<file path="src/rtl/hccs_pkg.sv">
package hccs_pkg;

    localparam int REG_W = 16;

    // Command register layout
    localparam logic [REG_W-1:0] CMD_RST     = 16'h0000;
    localparam logic [REG_W-1:0] CMD_RW_MASK = 16'h0142;
    localparam int CMD_MEM  = 1;
    localparam int CMD_PRSP = 6;
    localparam int CMD_SEEN = 8;

    // Status register layout
    localparam logic [REG_W-1:0] STAT_RST      = 16'h0290;
    localparam logic [REG_W-1:0] STAT_W1C_MASK = 16'hC000;
    localparam int ST_PERR = 15;
    localparam int ST_SERR = 14;

    // One 16-bit half of a dword write
    typedef struct packed {
        logic             hit;
        logic [1:0]       be;
        logic [REG_W-1:0] data;
    } half_wr_t;

    // Event pulses from the controller
    typedef struct packed {
        logic par_err;
        logic rd_abort;
    } ev_t;

    function automatic logic [REG_W-1:0] lane_mask(input logic [1:0] be);
        return {{8{be[1]}}, {8{be[0]}}};
    endfunction

    function automatic logic [REG_W-1:0] lane_write(input logic [REG_W-1:0] cur,
                                                    input logic [REG_W-1:0] wd,
                                                    input logic [REG_W-1:0] mask,
                                                    input logic [1:0]       be);
        logic [REG_W-1:0] m;
        m = lane_mask(be) & mask;
        return (cur & ~m) | (wd & m);
    endfunction

    function automatic logic [REG_W-1:0] w1c_bits(input half_wr_t w,
                                                  input logic [REG_W-1:0] mask);
        return w.hit ? (w.data & mask & lane_mask(w.be)) : '0;
    endfunction

endpackage

</file>
<file path="src/rtl/hccs_cmd_reg.sv">
module hccs_cmd_reg
    import hccs_pkg::*;
(
    input  logic             clk,
    input  logic             rst,
    input  half_wr_t         wr_i,
    output logic [REG_W-1:0] cmd_o
);

    logic [REG_W-1:0] cmd_q;

    always_ff @(posedge clk) begin
        if (rst) begin
            cmd_q <= CMD_RST;
        end else if (wr_i.hit) begin
            cmd_q <= lane_write(cmd_q, wr_i.data, CMD_RW_MASK, wr_i.be);
        end
    end

    assign cmd_o = cmd_q;

    AST_CMD_HOLD: assert property (@(posedge clk) disable iff (rst)
        !wr_i.hit |=> $stable(cmd_q));

    AST_CMD_RSVD: assert property (@(posedge clk) disable iff (rst)
        wr_i.hit |=> ((cmd_q & ~CMD_RW_MASK) == ($past(cmd_q) & ~CMD_RW_MASK)));

endmodule

</file>
<file path="src/rtl/hccs_err_qual.sv">
module hccs_err_qual
    import hccs_pkg::*;
(
    input  logic             clk,
    input  logic             rst,
    input  ev_t              ev_i,
    input  logic [REG_W-1:0] cmd_i,
    input  logic             abort_en_i,
    output logic             fire_o,
    output logic             serr_o
);

    logic par_q_ok;
    logic abt_ok;
    logic serr_q;

    assign par_q_ok = ev_i.par_err  & cmd_i[CMD_PRSP];
    assign abt_ok   = ev_i.rd_abort & abort_en_i;
    assign fire_o   = cmd_i[CMD_SEEN] & (par_q_ok | abt_ok);

    always_ff @(posedge clk) begin
        if (rst) serr_q <= 1'b0;
        else     serr_q <= fire_o;
    end

    assign serr_o = serr_q;

    AST_SERR_GATED: assert property (@(posedge clk) disable iff (rst)
        serr_q |-> $past(cmd_i[CMD_SEEN]));

    AST_SERR_PAR: assert property (@(posedge clk) disable iff (rst)
        (ev_i.par_err && cmd_i[CMD_PRSP] && cmd_i[CMD_SEEN]) |=> serr_q);

    AST_SERR_ABT: assert property (@(posedge clk) disable iff (rst)
        (ev_i.rd_abort && abort_en_i && cmd_i[CMD_SEEN]) |=> serr_q);

endmodule

</file>
<file path="src/rtl/hccs_stat_reg.sv">
module hccs_stat_reg
    import hccs_pkg::*;
(
    input  logic             clk,
    input  logic             rst,
    input  half_wr_t         wr_i,
    input  logic             perr_set_i,
    input  logic             serr_set_i,
    output logic [REG_W-1:0] stat_o
);

    logic [REG_W-1:0] set_vec;
    logic [REG_W-1:0] clr_vec;
    logic [REG_W-1:0] stat_q;

    always_comb begin
        set_vec          = '0;
        set_vec[ST_PERR] = perr_set_i;
        set_vec[ST_SERR] = serr_set_i;
    end

    assign clr_vec = w1c_bits(wr_i, STAT_W1C_MASK);

    for (genvar i = 0; i < REG_W; i++) begin : g_bit
        if (STAT_W1C_MASK[i]) begin : g_w1c
            always_ff @(posedge clk) begin
                if (rst) stat_q[i] <= STAT_RST[i];
                else     stat_q[i] <= set_vec[i] | (stat_q[i] & ~clr_vec[i]);
            end
        end else begin : g_ro
            assign stat_q[i] = STAT_RST[i];
        end
    end

    assign stat_o = stat_q;

    AST_PERR_SET: assert property (@(posedge clk) disable iff (rst)
        perr_set_i |=> stat_q[ST_PERR]);

    AST_SERR_SET: assert property (@(posedge clk) disable iff (rst)
        serr_set_i |=> stat_q[ST_SERR]);

    AST_PERR_CLR: assert property (@(posedge clk) disable iff (rst)
        (clr_vec[ST_PERR] && !perr_set_i) |=> !stat_q[ST_PERR]);

    AST_SERR_CLR: assert property (@(posedge clk) disable iff (rst)
        (clr_vec[ST_SERR] && !serr_set_i) |=> !stat_q[ST_SERR]);

endmodule

</file>
<file path="src/rtl/hc_cfg_cmdstat.sv">
module hc_cfg_cmdstat
    import hccs_pkg::*;
#(
    parameter int ADDR_W  = 6,
    parameter int REG_DW  = 1
) (
    input  logic              clk,
    input  logic              rst,
    input  logic [ADDR_W-1:0] cfg_addr,
    input  logic [3:0]        cfg_be,
    input  logic [31:0]       cfg_wdata,
    input  logic              cfg_wr,
    output logic [31:0]       cfg_rdata,
    input  logic              par_err_evt,
    input  logic              rd_abort_evt,
    input  logic              abort_serr_en,
    output logic              mem_space_en,
    output logic              serr_int
);

    localparam logic [ADDR_W-1:0] MY_ADDR = ADDR_W'(REG_DW);

    logic             sel;
    half_wr_t         cmd_wr;
    half_wr_t         stat_wr;
    ev_t              ev;
    logic [REG_W-1:0] cmd;
    logic [REG_W-1:0] stat;
    logic             fire;

    assign sel     = (cfg_addr == MY_ADDR);
    assign cmd_wr  = '{hit: cfg_wr & sel, be: cfg_be[1:0], data: cfg_wdata[15:0]};
    assign stat_wr = '{hit: cfg_wr & sel, be: cfg_be[3:2], data: cfg_wdata[31:16]};
    assign ev      = '{par_err: par_err_evt, rd_abort: rd_abort_evt};

    hccs_cmd_reg u_cmd (
        .clk   (clk),
        .rst   (rst),
        .wr_i  (cmd_wr),
        .cmd_o (cmd)
    );

    hccs_err_qual u_qual (
        .clk        (clk),
        .rst        (rst),
        .ev_i       (ev),
        .cmd_i      (cmd),
        .abort_en_i (abort_serr_en),
        .fire_o     (fire),
        .serr_o     (serr_int)
    );

    hccs_stat_reg u_stat (
        .clk        (clk),
        .rst        (rst),
        .wr_i       (stat_wr),
        .perr_set_i (par_err_evt),
        .serr_set_i (fire),
        .stat_o     (stat)
    );

    assign mem_space_en = cmd[CMD_MEM];
    assign cfg_rdata    = sel ? {stat, cmd} : 32'h0;

    AST_MISS_NOWR: assert property (@(posedge clk) disable iff (rst)
        (cfg_wr && !sel) |=> $stable(mem_space_en));

    AST_SERR_FLAG: assert property (@(posedge clk) disable iff (rst)
        serr_int |-> stat[ST_SERR]);

endmodule

</file>
<file path="config.mk">
export PLATFORM = sky130hd
export DESIGN_NAME = hc_cfg_cmdstat
export DESIGN_NICKNAME = d
export VERILOG_FILES = /design/src/rtl/hccs_pkg.sv /design/src/rtl/hccs_cmd_reg.sv /design/src/rtl/hccs_err_qual.sv /design/src/rtl/hccs_stat_reg.sv /design/src/rtl/hc_cfg_cmdstat.sv
export SDC_FILE = /design/constraint.sdc
export NUM_CORES = 1
export LEC_CHECK = 0
export ABC_AREA = 1
export BUFFER_PORTS_ARGS = -buffer_cell sky130_fd_sc_hd__buf_2
export CAP_MARGIN = 5
export CORE_MARGIN = 3
export CORE_UTILIZATION = 27
export CTS_BUF_LIST = sky130_fd_sc_hd__clkbuf_4 sky130_fd_sc_hd__clkbuf_8
export CTS_CLUSTER_SIZE = 25
export DETAILED_ROUTE_END_ITERATION = 8
export PLACE_DENSITY = 0.76
export SKIP_LAST_GASP = 1
export SYNTH_ARGS = -nofsm -noshare
export SYNTH_HDL_FRONTEND = slang
export SYNTH_SLANG_ARGS = --single-unit
</file>
<file path="constraint.sdc">
create_clock -name clk -period 0.8 [get_ports clk]
set_input_delay 0 -clock clk [delete_from_list [all_inputs] [get_ports clk]]
set_output_delay 0 -clock clk [all_outputs]
set_load 0.02 [all_outputs]
</file>
* Word-level counts from Yosys, hierarchy flattened
Index checks and enable logic that the tools add are counted.
** Word-level totals
- Bits in registers :: 19
** Operators by class
- Multiplexer cells :: 2
- Bitwise gates (word level) :: 16
- Equal/unequal tests :: 1
** Operator list (number)
- bitwise AND 16 bit :: 2
- 2-to-1 mux 32 bit :: 1
- bitwise AND 16 x 9 -> 16 bit :: 1
- 2-to-1 mux 16 bit :: 1
- NOT 9 -> 16 bit :: 1
- OR 16 bit :: 1
- bitwise AND 1 bit :: 6
- == test 6 x 1 -> 1 bit (second input constant) :: 1
- OR 1 bit :: 3
- NOT 1 bit :: 2

* Logic depth before layout (Yosys ltp)
- Word-level depth :: 6
- Depth in mapped cells :: 7
- Gate-level depth less buffers :: 7

* Cells and area by module
From an unflattened synthesis, not the netlist that was laid out.
** Unflattened totals
- Cell total of the unflattened synthesis :: 142
- Area, all modules :: 865.8 um^2
** By module, submodules not included
- hc_cfg_cmdstat :: instances 1, cells an instance 74, seq. area each 0.0 um^2, area each 399.1 um^2
- hccs_cmd_reg :: instances 1, cells an instance 35, seq. area each 60.1 um^2, area each 231.5 um^2
- hccs_stat_reg :: instances 1, cells an instance 26, seq. area each 40.0 um^2, area each 187.7 um^2
- hccs_err_qual :: instances 1, cells an instance 7, seq. area each 20.0 um^2, area each 47.5 um^2

* Worst setup path after synthesis
OpenSTA, ideal clock, no wires.
- Path type :: register to output
- Start :: register (tool-made name)
- End :: output port cfg_rdata[1]
- Cell stages (with the launch flop) :: 3
- Arrival :: 0.798 ns
- Path slack :: 0.002 ns
- Path through :: dfxtp_1 inv_1 nor2_1
** RTL lines
- to (decl) :: RTL line hc_cfg_cmdstat.sv:13 : output logic [31:0] cfg_rdata,

==> impl_metrics.ini <==
[run_status]
status = finished, violations left
violations = setup timing

[pwr]
p_seq_frac = 0.382
power.density_nw_per_um2 = 1100
power_frac_comb = 0.269
p_int_mw = 0.532
p_leak_nw = 0.439
ir_drop_mv = 0.391
clock_power_share = 0.350
power_switching_share = 0.338
p_switching_mw = 0.272

[synthesis]
ys_types = 18
ys_seq_area_frac = 0.211
netlist_instances = 84
synth_seq_cells = 6
yosys_warnings = 0
netlist.area_leader.share = 0.356
syn_avg_cell_area_sq_um = 6.78
synthTopCellsByArea = buf_4, dfxtp_1, inv_1, nor2_1, nand2_1
yosys.area.top_type = buf_4
syn-cell-area_sq_um = 569

[sta]
timing.final.crit_share = 1.04
finClkSkew_ps = 1.02
hold_violations = 0
fin_ws_ps = -33.1
post-route-min-period_ps = 833
timing.fmax_mhz = 1200
setup_viol = 5
setup_tns_ps = -138
final-max-slew-violation-count = 0
rsz0062_at_grt = yes

[cells_and_area]
layout.area.seq_sq_um = 126
drive_above_1_share = 0.475
diodes = 0
fin_nets = 168
multi_input_area_sq_um = 295
syn_to_final_growth_pct = 28.8
layout_common_cells = conb_1, buf_2, inv_1, nor2_1, buf_4
final_cell_count_no_fill = 143
fillers = 192

[cts]
cts_buffer_depth = 2
clk_latency_ps = 240
cts_buffers = 3
clk_pin_slew_worst_paths_ps = 40
root_buffer = clkbuf_4
htreeDepth = 1
cts_sinks = 6
cts_tree = built

[worst_setup_path]
critical_path_buf_inv_count = 2
startpoint_type = flip-flop
critPathRequiredTime_ps = 800
cp_top_family = flip-flops
worst_path_largest_cell_delay_ps = 330
path_cells = inv_2 -> nor2_2 -> buf_4
crit_type = reg2out
critPathMaxFanout = 2
cp_slowest_cell = dfxtp_2
arrival_ps = 830
cp-end-kind = output port

[global_routing]
grt_pass1_vias = 475
grt_max_degree = 7
grtUsageTotal = 0.0881
gr-total-overflow = 0
grt_pass1_wl_mm = 1.73
antenna_found_initial = 0

[floorplan]
core_area_sq_um = 1860
initial_core_util = 0.306
fp.dieArea_sq_um = 2700
io_pins = 82
die_y_um = 51.9
dieWidth_um = 51.9
rows = 15

[placement]
dp.cells = 134
port_buffers = 29
gp_congestion = 0.775
post-dp-hpwl_um = 988

[worst_hold_path]
min_path_type = in2reg

[run]
maxCapViolations = 0

[routing]
drtPass1Iterations = 3
drt-total-wl_mm = 1.18
via_count = 515
antenna_left = 0
viasPerCell = 3.60
wire_per_inst_um = 8.26
detail_route.drc_violations = 0
drt-initial-drc-count = 5
## tightest hold or removal path: cells and delay by family
family	cells	cell delay, ps
buffers and inverters	2	170
AOI/OAI and AO/OA	1	70
## path summary, 6_finish.rpt
kind                     from                      endpoint  slack [ps]  depth (start not counted)
setup / recovery    flip-flop                  cfg_rdata[8]         -30                          3
hold / removal    par_err_evt  u_stat.stat_o[15]$_SDFF_PP0_          40                          3
setup reg to reg    flip-flop                     flip-flop          50                          3
hold reg to reg     flip-flop                     flip-flop         470                          2
## kinds of logic after synthesis
logic type / count (synthesis) / synth area share
and+or+nand+nor: 31 / 0.288
other: 1 / 0.00659
buffers and inverters: 41 / 0.448
AOI/OAI and AO/OA: 5 / 0.0461
DFF: 6 / 0.211
## per-stage QoR
stage	instance area (sq um)	total power [mW]	hold slack [ps]	setup slack, ps	utilization
after floorplan	656	0.541	69.1	1.90	-
after global placement	629	0.507	221	-21.3	0.339
after detailed placement	629	0.510	220	-72.3	0.339
after CTS	717	0.817	3.83	-46.1	0.386
after global routing	733	0.857	52.2	-99.1	0.395
final	733	0.804	41.4	-33.1	0.395
## per-layer routing
metal | part of all wire | GRT usage | vias to the layer above
met5 | 0 | 0 | -
met2 | 0.54 | 0.157 | 26
met4 | 0 | 0.0524 | 0
met1 | 0.34 | 0.0809 | 219
li1 | - | - | 270
met3 | 0.12 | 0.0401 | 0
## synthesized netlist by cell type
master    n
a21oi_1   1
a31oi_1   1
buf_4    27
conb_1    1
dfxtp_1   6
inv_1    13
inv_2     1
nand2_1   9
nand2_2   1
nand2_4   1
nand3_1   1
nand4_1   3
nor2_1   12
nor2_2    2
nor2_4    1
nor2_8    1
o21ai_0   1
o21ai_1   2
## repair_timing
action / in CTS / in global routing
gates resized for setup: 10 / 8
cloned: 0 / 0
endpoints found under the hold margin: 3 / 0
setup buffers: 5 / 0
hold buffers: 1 / 0
endpoints found under the setup margin: 6 / 9
pin swaps: 6 / 5
## final cells by class
| type | instances | area share |
|---|---|---|
| well taps | 25 | 0.0427 |
| inverters | 14 | 0.0717 |
| clock buffers | 3 | 0.0307 |
| repair buffers | 35 | 0.280 |
| flip-flops and latches | 6 | 0.172 |
| multi-input cells | 60 | 0.403 |
## power groups by stage
| stage | Sequential (mW) | Clock [mW] | Combinational (mW) |
|---|---|---|---|
| CTS | 0.306 | 0.302 | 0.209 |
| global placement | 0.312 | 0 | 0.195 |
| floorplan | 0.312 | 0 | 0.229 |
| finish | 0.307 | 0.281 | 0.216 |
| global route | 0.307 | 0.312 | 0.238 |
| detailed placement | 0.312 | 0 | 0.198 |
Power figures use the tool's default switching activity.
